--- config.mk ---
export PLATFORM = sky130hd
export DESIGN_NAME = tick_down_timer
export DESIGN_NICKNAME = d
export VERILOG_FILES = /design/src/rtl/tdt_pkg.sv /design/src/rtl/tdt_ctl_reg.sv /design/src/rtl/tdt_counter.sv /design/src/rtl/tdt_irq.sv /design/src/rtl/tick_down_timer.sv
export SDC_FILE = /design/constraint.sdc
export NUM_CORES = 1
export LEC_CHECK = 0
export ABC_AREA = 0
export BUFFER_PORTS_ARGS = -buffer_cell sky130_fd_sc_hd__buf_2
export CAP_MARGIN = 20
export CORE_ASPECT_RATIO = 1.75
export CORE_MARGIN = 2
export CORE_UTILIZATION = 35
export CTS_CLUSTER_DIAMETER = 40
export CTS_CLUSTER_SIZE = 16
export DETAILED_ROUTE_END_ITERATION = 10
export PLACE_DENSITY = 0.71
export SETUP_SLACK_MARGIN = 0.2
export SLEW_MARGIN = 20
export SYNTH_ARGS = -nofsm -noshare
export SYNTH_HDL_FRONTEND = slang
export SYNTH_SLANG_ARGS = --single-unit
--- constraint.sdc ---
create_clock -name clk_i -period 3.35 [get_ports clk_i]
set_input_delay 0.1675 -clock clk_i [delete_from_list [all_inputs] [get_ports clk_i]]
set_output_delay 0.1675 -clock clk_i [all_outputs]
set_load 0.01 [all_outputs]
--- src/rtl/tdt_pkg.sv ---
package tdt_pkg;
  localparam int unsigned BIT_EN   = 0;
  localparam int unsigned BIT_AR   = 1;
  localparam int unsigned BIT_LD   = 2;
  localparam int unsigned BIT_IE   = 3;
  localparam int unsigned BIT_PEND = 4;
  localparam int unsigned CTL_USED = 5;

  typedef struct packed {
    logic pend;
    logic ie;
    logic ar;
    logic en;
  } tdt_ctl_t;
endpackage

--- src/rtl/tdt_ctl_reg.sv ---
module tdt_ctl_reg
  import tdt_pkg::*;
(
  input  logic                clk_i,
  input  logic                rst_ni,
  input  logic                ctl_wr_i,
  input  logic [CTL_USED-1:0] ctl_data_i,
  input  logic                expire_i,
  output tdt_ctl_t            ctl_q_o,
  output logic                load_o
);
  tdt_ctl_t ctl_q;

  assign load_o  = ctl_wr_i & ctl_data_i[BIT_LD];
  assign ctl_q_o = ctl_q;

  always_ff @(posedge clk_i) begin
    if (!rst_ni) begin
      ctl_q <= '0;
    end else begin
      if (ctl_wr_i) begin
        ctl_q.ar <= ctl_data_i[BIT_AR];
        ctl_q.ie <= ctl_data_i[BIT_IE];
      end
      // a stopping expiry overrides any enable written in the same cycle
      if (expire_i && !ctl_q.ar) begin
        ctl_q.en <= 1'b0;
      end else if (ctl_wr_i) begin
        ctl_q.en <= ctl_data_i[BIT_EN];
      end
      // expiry outranks a software clear
      if (expire_i && ctl_q.ie) begin
        ctl_q.pend <= 1'b1;
      end else if (ctl_wr_i && ctl_data_i[BIT_PEND]) begin
        ctl_q.pend <= 1'b0;
      end
    end
  end
endmodule

--- src/rtl/tdt_counter.sv ---
module tdt_counter #(
  parameter int unsigned W = 32
) (
  input  logic         clk_i,
  input  logic         rst_ni,
  input  logic         tick_i,
  input  logic         en_i,
  input  logic         ar_i,
  input  logic         load_i,
  input  logic         cnt_wr_i,
  input  logic [W-1:0] wr_data_i,
  input  logic [W-1:0] reload_i,
  output logic [W-1:0] count_o,
  output logic         expire_o
);
  logic [W-1:0] cnt_q;
  logic         blocked;
  logic         step;

  assign blocked  = load_i | cnt_wr_i;
  assign step     = tick_i & en_i & ~blocked;
  assign expire_o = step & (cnt_q == '0);
  assign count_o  = cnt_q;

  always_ff @(posedge clk_i) begin
    if (!rst_ni) begin
      cnt_q <= '0;
    end else if (load_i) begin
      cnt_q <= reload_i;
    end else if (cnt_wr_i) begin
      cnt_q <= wr_data_i;
    end else if (expire_o) begin
      cnt_q <= ar_i ? reload_i : '1;
    end else if (step) begin
      cnt_q <= cnt_q - 1'b1;
    end
  end
endmodule

--- src/rtl/tdt_irq.sv ---
module tdt_irq (
  input  logic clk_i,
  input  logic rst_ni,
  input  logic expire_i,
  input  logic ie_i,
  output logic irq_o
);
  logic irq_q;

  assign irq_o = irq_q;

  always_ff @(posedge clk_i) begin
    if (!rst_ni) begin
      irq_q <= 1'b0;
    end else begin
      irq_q <= expire_i & ie_i;
    end
  end
endmodule

--- src/rtl/tick_down_timer.sv ---
module tick_down_timer
  import tdt_pkg::*;
#(
  parameter int unsigned W = 32
) (
  input  logic         clk_i,
  input  logic         rst_ni,
  input  logic         tick_i,
  input  logic         cnt_wr_i,
  input  logic         rld_wr_i,
  input  logic         ctl_wr_i,
  input  logic [W-1:0] wr_data_i,
  output logic [W-1:0] count_o,
  output logic [W-1:0] reload_o,
  output logic [W-1:0] ctl_o,
  output logic         irq_o
);
  localparam int unsigned PAD_W = W - CTL_USED;

  tdt_ctl_t     ctl_q;
  logic         load;
  logic         expire;
  logic [W-1:0] reload_q;

  always_ff @(posedge clk_i) begin
    if (!rst_ni) begin
      reload_q <= '0;
    end else if (rld_wr_i) begin
      reload_q <= wr_data_i;
    end
  end

  tdt_ctl_reg u_ctl (
    .clk_i      (clk_i),
    .rst_ni     (rst_ni),
    .ctl_wr_i   (ctl_wr_i),
    .ctl_data_i (wr_data_i[CTL_USED-1:0]),
    .expire_i   (expire),
    .ctl_q_o    (ctl_q),
    .load_o     (load)
  );

  tdt_counter #(.W(W)) u_cnt (
    .clk_i     (clk_i),
    .rst_ni    (rst_ni),
    .tick_i    (tick_i),
    .en_i      (ctl_q.en),
    .ar_i      (ctl_q.ar),
    .load_i    (load),
    .cnt_wr_i  (cnt_wr_i),
    .wr_data_i (wr_data_i),
    .reload_i  (reload_q),
    .count_o   (count_o),
    .expire_o  (expire)
  );

  tdt_irq u_irq (
    .clk_i    (clk_i),
    .rst_ni   (rst_ni),
    .expire_i (expire),
    .ie_i     (ctl_q.ie),
    .irq_o    (irq_o)
  );

  assign reload_o = reload_q;
  assign ctl_o    = {{PAD_W{1'b0}}, ctl_q.pend, ctl_q.ie, 1'b0, ctl_q.ar, ctl_q.en};
endmodule

==> metrics.cfg, run 1 <==
[global_route]
grt_max_degree=33
grt.overflow.total=0
grt_use_total_pct=21.4
grt_pass1_vias=4335
antenna_found_initial=0
grt_pass1_wl_um=21400

[yosys]
ys_ff_latch=69
ys.flop_type=dfxtp_1
synth_compound_area_share_pct=22.5
synth.mux.area_fraction_pct=9.08
synth_xor_area_share_pct=4.29
synth.distinct_cells=56
syn_area_per_cell_um2=8.06
synth_top_family_by_area=compound AO/OA/AOI/OAI gates
synth-edff-count=0
yosysWarnings=0
ys_top_cells_by_area=dfxtp_1 34%, mux2i_1 9.1%, buf_4 5.7%
async_reset_ff_share_pct=0
netlist_area_mm2=0.00408
ys_seq_area_share_pct=33.9
synth-adder-area-share_pct=0.307
yosysTopAreaCell=dfxtp_1
synth_top_area_share_pct=33.9
synthTopCellsByCount=69 x dfxtp_1, 59 x nor2_1, 44 x o21ai_0, 37 x mux2i_1, 34 x nand2_1
synth-simple-area-share_pct=19.7
synth_most_common_cell=dfxtp_1
syn_inst=506

[worst_setup_path]
crit_fanout=11
crit_type=reg2reg
crit_required_ns=3.57
cp-start-kind=register
end_kind=register
worstPathArrival_ns=3.00

[drt]
drt_iter0_drc=301
drt_pass1_iterations=4
postRouteAntennaNets=0
vias=4249
drc=0
wire_per_inst_um=18.2
wl_um=13400
vias_per_cell=5.77

[cells_and_area]
fillers=1164
seqCellArea_mm2=0.00138
syn2layout_area_growth_pct=19.5
layoutNonFillerInstCount=737
final_nets=636
multi_input_area_mm2=0.00238
fin_util_pct=42.6
drive_gt1_share_pct=22.8
antenna_cells=0

[clocking]
cts-resized-gates=0
cts_tree=built
postCtsHoldBufs=0
cts_buffer_depth=2
cts_root_buf=clkbuf_16
cts.clk_slew.worst_paths_ns=0.06
cts_sinks=69
clkLatencyLatePin_ns=0.34
post_cts_buffers=0
numCtsBuffers=9
htree_levels=3

[floorplanning]
rows=52
dieWidth_um=85.6
initial_utilization_pct=35.6
io_pins=135
die_h_um=147
fp.coreArea_mm2=0.0115
die_area_mm2=0.0126

[sta]
post-route-period-util_pct=82.9
setup_violations=0
slew_viol_final=0
clock.fmax_mhz=360
worst_pin_slew_ns=1.01
rsz0062_at_grt=false
relSlewSlack_pct=32.6
fin_crit_ns=2.78
fin_skew_ns=0.00680
hold_viol_final=0
tns_ns=0

[hold_path]
holdCritPathClass=in2reg

[power_and_ir_drop]
p_per_area_mw_per_mm2=478
p_leak_nw=2.25
ir_drop_uv=268

[place]
gp_congestion=0.894
dpl.cell_count=721
hpwl_um=10000
port_buffers=106

[run_status]
outcome=complete, no violations

[run]
drv_cap=0

[cells in the final DEF (no fill, tap or decap), drive strengths merged, types with 9 or more instances in the layout]
cell type,count
clkbuf,12
a21oi,23
conb,28
mux2i,37
nor3,15
nor2,59
buf,117
a31oi,9
inv,12
a22oi,11
nor4,12
o21ai,44
o221ai,15
xor2,12
dfxtp,69
nand2,34
[worst paths after layout]
kind	cells after the start	end	start	slack (ns)
worst min register to register	2	u_ctl.ctl_q_o[3]$_SDFFE_PN0P_	u_ctl.ctl_q_o[3]$_SDFFE_PN0P_	0.51
worst max-delay path	6	u_cnt.count_o[0]$_SDFFE_PN0P_	u_cnt.count_o[20]$_SDFFE_PN0P_	0.57
worst max register to register	6	u_cnt.count_o[0]$_SDFFE_PN0P_	u_cnt.count_o[20]$_SDFFE_PN0P_	0.57
worst min-delay path	3	reload_o[19]$_SDFFE_PN0P_	wr_data_i[19]	0.08
[kinds of logic (layout without fill, tap and decap cells)]
| logic type | count (synthesis) | count (layout) |
|---|---|---|
| multiplexers | 37 | 37 |
| AND/OR/NAND/NOR | 160 | 160 |
| XOR/XNOR | 20 | 20 |
| other | 1 | 28 |
| adder cells (fa/ha/maj) | 1 | 1 |
| AO/OA/AOI/OAI | 141 | 141 |
| flip-flops | 69 | 69 |
| buffers and inverters | 77 | 146 |
[stage by stage]
step	power (mW)	worst slack (ns)	hold WS, ns	instance area (um^2)
after floorplan	1.29	0.865	0.315	4180
after global placement	1.44	0.688	0.420	4600
after detailed placement	1.45	0.608	0.426	4600
after CTS	2.34	0.602	0.0820	4880
after global routing	2.44	0.319	0.0992	4880
final	2.33	0.572	0.0803	4880
[registers in the layout, summed over array words and instances, names as in the netlist]
register and count:
reload_o 32, u_irq.irq_o 1, u_cnt.count_o 32, u_ctl.ctl_q_o 4
[power breakdown]
group	switching [mW]	total [mW]	leakage, nW	internal, mW
clock	0.357	0.894	0.138	0.537
combinational	0.286	0.476	1.54	0.190
sequential	0.0838	0.962	0.570	0.879
[cell type report]
| type | instances | share of cell area (%) |
|---|---|---|
| inverter | 13 | 1.00 |
| sequential | 69 | 28.3 |
| tap | 135 | 3.46 |
| timing repair buffer | 117 | 12.6 |
| multi-input combinational | 387 | 48.9 |
| clock buffer | 12 | 5.26 |
| clock inverter | 4 | 0.462 |
[per-layer routing]
layer  global-route usage (%)  up-vias  share of wire, %
met4                     14.6        0               5.8
met3                     5.22       58               6.3
met2                     37.3      202                52
met1                     22.1     2006                36
met5                        0        -                 0
li1                         -     1983                 -
[worst max-delay path, cell delays in order, from the launching register on]
cell     delay (ns)
dfxtp_1        0.37
or4_1          0.56
or4_4          0.59
nor4_4         0.67
and4b_1        0.29
a211o_1        0.12
a21oi_2        0.05
(Power assumes the default switching activity.)
==> inputs of run 2 (changes only) <==
- PLACE_DENSITY: 0.71 -> 0.73
- clock period: 3.35 -> 2.3 ns (I/O delays scaled with it)
==> run 2 against run 1 <==
Against the previous run:
- the flow now finishes with violations (setup timing)
- wire length is 7.9% higher
- first-iteration DRC count up 12%
- sequential cell count unchanged
- sequential share of layout area down 3.8 points
- die area is the same
- cell count up 6.6%
- final area up 16%
- count of clock-buffer cells in the layout rose by 1
- highest routed layer unchanged
==> metrics.cfg, run 2 (same netlist as run 1, synthesis figures left out) <==
[run_status]
outcome=complete, but fails checks
violations=setup timing

[power_and_ir_drop]
ir_drop_uv=439  ; +64%
p_leak_nw=2.58  ; +15%
p_per_area_mw_per_mm2=666  ; +39%
total_power_mw=3.76  ; +61%

[drt]
drc=0  ; unchanged
drt_iter0_drc=337  ; +12%
vias_per_cell=5.71  ; -0.94%
vias=4489  ; +5.6%
postRouteAntennaNets=0  ; unchanged
drt_pass1_iterations=5  ; +1
wire_per_inst_um=18.4  ; +1.1%
wl_um=14500  ; +7.9%

[clocking]
postCtsHoldBufs=0  ; unchanged
cts_buffer_depth=2  ; unchanged
cts_sinks=69  ; unchanged
cts.clk_slew.worst_paths_ns=0.06  ; about the same
cts_root_buf=clkbuf_16
htree_levels=3  ; unchanged
numCtsBuffers=9  ; unchanged
cts_tree=built
clkLatencyLatePin_ns=0.34  ; about the same

[sta]
setup_ws_ns=-0.133  ; -0.705 ns
post-route-period-util_pct=106  ; +23 points
clock.fmax_mhz=411  ; +14%
worst_pin_slew_ns=0.966  ; -0.0447 ns
rsz0062_at_grt=true
fin_crit_ns=2.43  ; -0.345 ns
fin_skew_ns=0.00782  ; +0.00102 ns
slew_viol_final=0  ; unchanged
relSlewSlack_pct=35.3  ; +2.7 points
hold_viol_final=0  ; unchanged
setup_violations=27  ; +27

[place]
gp_congestion=0.894  ; about the same
port_buffers=106  ; unchanged
place_ws_ns=-0.138  ; -0.745 ns
hpwl_um=10300  ; +3.1%

[floorplanning]
die_h_um=147  ; unchanged
io_pins=135  ; unchanged
dieWidth_um=85.6  ; unchanged
die_area_mm2=0.0126  ; unchanged
fp.coreArea_mm2=0.0115  ; unchanged
initial_utilization_pct=35.6  ; unchanged
rows=52  ; unchanged

[worst_setup_path]
crit_type=reg2reg
end_kind=register
crit_slowest_cell=or4_4
rr_worst_depth=8  ; +2
path_depth=8  ; +2
crit_chain=or4_4 -> or4_4 -> buf_6 -> nor2_4 -> nand4_1 -> buf_6 -> o211ai_1 -> a31oi_1
cpPeakStageDelay_ns=0.56  ; -0.11 ns
worstPathArrival_ns=2.65  ; -0.35 ns
crit_required_ns=2.52  ; -1.05 ns
crit_fanout=7  ; -4
cp_top_family=simple AND/OR/NAND/NOR gates
cp-start-kind=register
crit_buf_inv=2  ; +2

[cells_and_area]
drive_gt1_share_pct=35.8  ; +13 points
fillers=1063  ; -8.7%
syn2layout_area_growth_pct=38.5
final_nets=685  ; +7.7%
final_cell_mix=106 x buf_2, 65 x dfxtp_1, 56 x nor2_1, 48 x buf_4, 37 x mux2i_1
final_common_cell=buf_2
antenna_cells=0  ; unchanged

[global_route]
antenna_found_initial=0  ; unchanged
grt_pass1_vias=4523  ; +4.3%
grt_use_total_pct=22.7  ; +1.3 points
grt.overflow.total=0  ; unchanged
grt_pass1_wl_um=22600  ; +5.7%
grt_max_degree=33  ; unchanged

[hold_path]
holdCritPathClass=in2reg
hold_depth=3  ; unchanged

[run]
drv_cap=0  ; unchanged

## run 2: cell count changes in the layout (fill, tap and decap cells not counted), sizes merged
cell,previous run,this run
clkbuf,12,13
bufinv,0,1
clkinv,4,2
buf,117,166
## run 2: through the flow
stage | std cells | util (%) | hold WS [ns] | instance area (um^2) | setup TNS [ns]
3_3_place_gp | 764 | 43.3 | 0.365 | 4960 | -0.714
2_1_floorplan | 533 | - | 0.262 | 4220 | -0.338
3_5_place_dp | 764 | 43.3 | 0.376 | 4960 | -1.50
6_report | 786 | 49.3 | 0.0265 | 5650 | -1.77
5_1_grt | 786 | 49.3 | 0.0462 | 5650 | -3.54
4_1_cts | 783 | 48.1 | 0.0302 | 5510 | -0.797
## run 2: routing by layer
| layer | routed length (um) | vias to the layer above | global-route usage [%] |
|---|---|---|---|
| met5 | 0 | - | 0 |
| met4 | 584 | 0 | 13.9 |
| met3 | 933 | 53 | 4.94 |
| met2 | 7750 | 223 | 39.3 |
| met1 | 5200 | 2127 | 24.6 |
| li1 | - | 2086 | - |
## run 2: path summary, 6_finish.rpt
check / startpoint / endpoint / slack [ns]
setup / recovery: u_cnt.count_o[21]$_SDFFE_PN0P_ / u_cnt.count_o[4]$_SDFFE_PN0P_ / -0.13
hold / removal: wr_data_i[6] / reload_o[6]$_SDFFE_PN0P_ / 0.03
hold reg to reg: u_ctl.ctl_q_o[3]$_SDFFE_PN0P_ / u_ctl.ctl_q_o[3]$_SDFFE_PN0P_ / 0.52
setup reg to reg: u_cnt.count_o[21]$_SDFFE_PN0P_ / u_cnt.count_o[4]$_SDFFE_PN0P_ / -0.13
## run 2: what timing repair did
item,CTS,global route
gates resized for setup,42,27
pin swaps,30,19
endpoints found under the setup margin,35,35
setup buffers,3,3
## run 2: worst register-to-register path, delay by kind of cell, from the launching register on
kind | cells | cell delay, ns
compound gates | 2 | 0.28
buf+inv | 2 | 0.36
flops | 1 | 0.33
simple gates | 4 | 1.35
## run 2: power by group
| part | switching, mW | leakage, nW | total [mW] | internal (mW) |
|---|---|---|---|---|
| clock | 0.548 | 0.152 | 1.48 | 0.927 |
| sequential | 0.0974 | 0.571 | 1.38 | 1.28 |
| combinational | 0.526 | 1.86 | 0.912 | 0.386 |
| total | 1.17 | 2.58 | 3.76 | 2.59 |
## run 2: final cells by class
class,count,area [um^2],share of cell area [%]
tap,135,169,2.99
inverter,13,48.8,0.864
clock inverter,3,42.5,0.753
sequential,69,1390,24.5
multi-input combinational,387,2690,47.7
timing repair buffer,166,1040,18.4
clock buffer,13,270,4.78
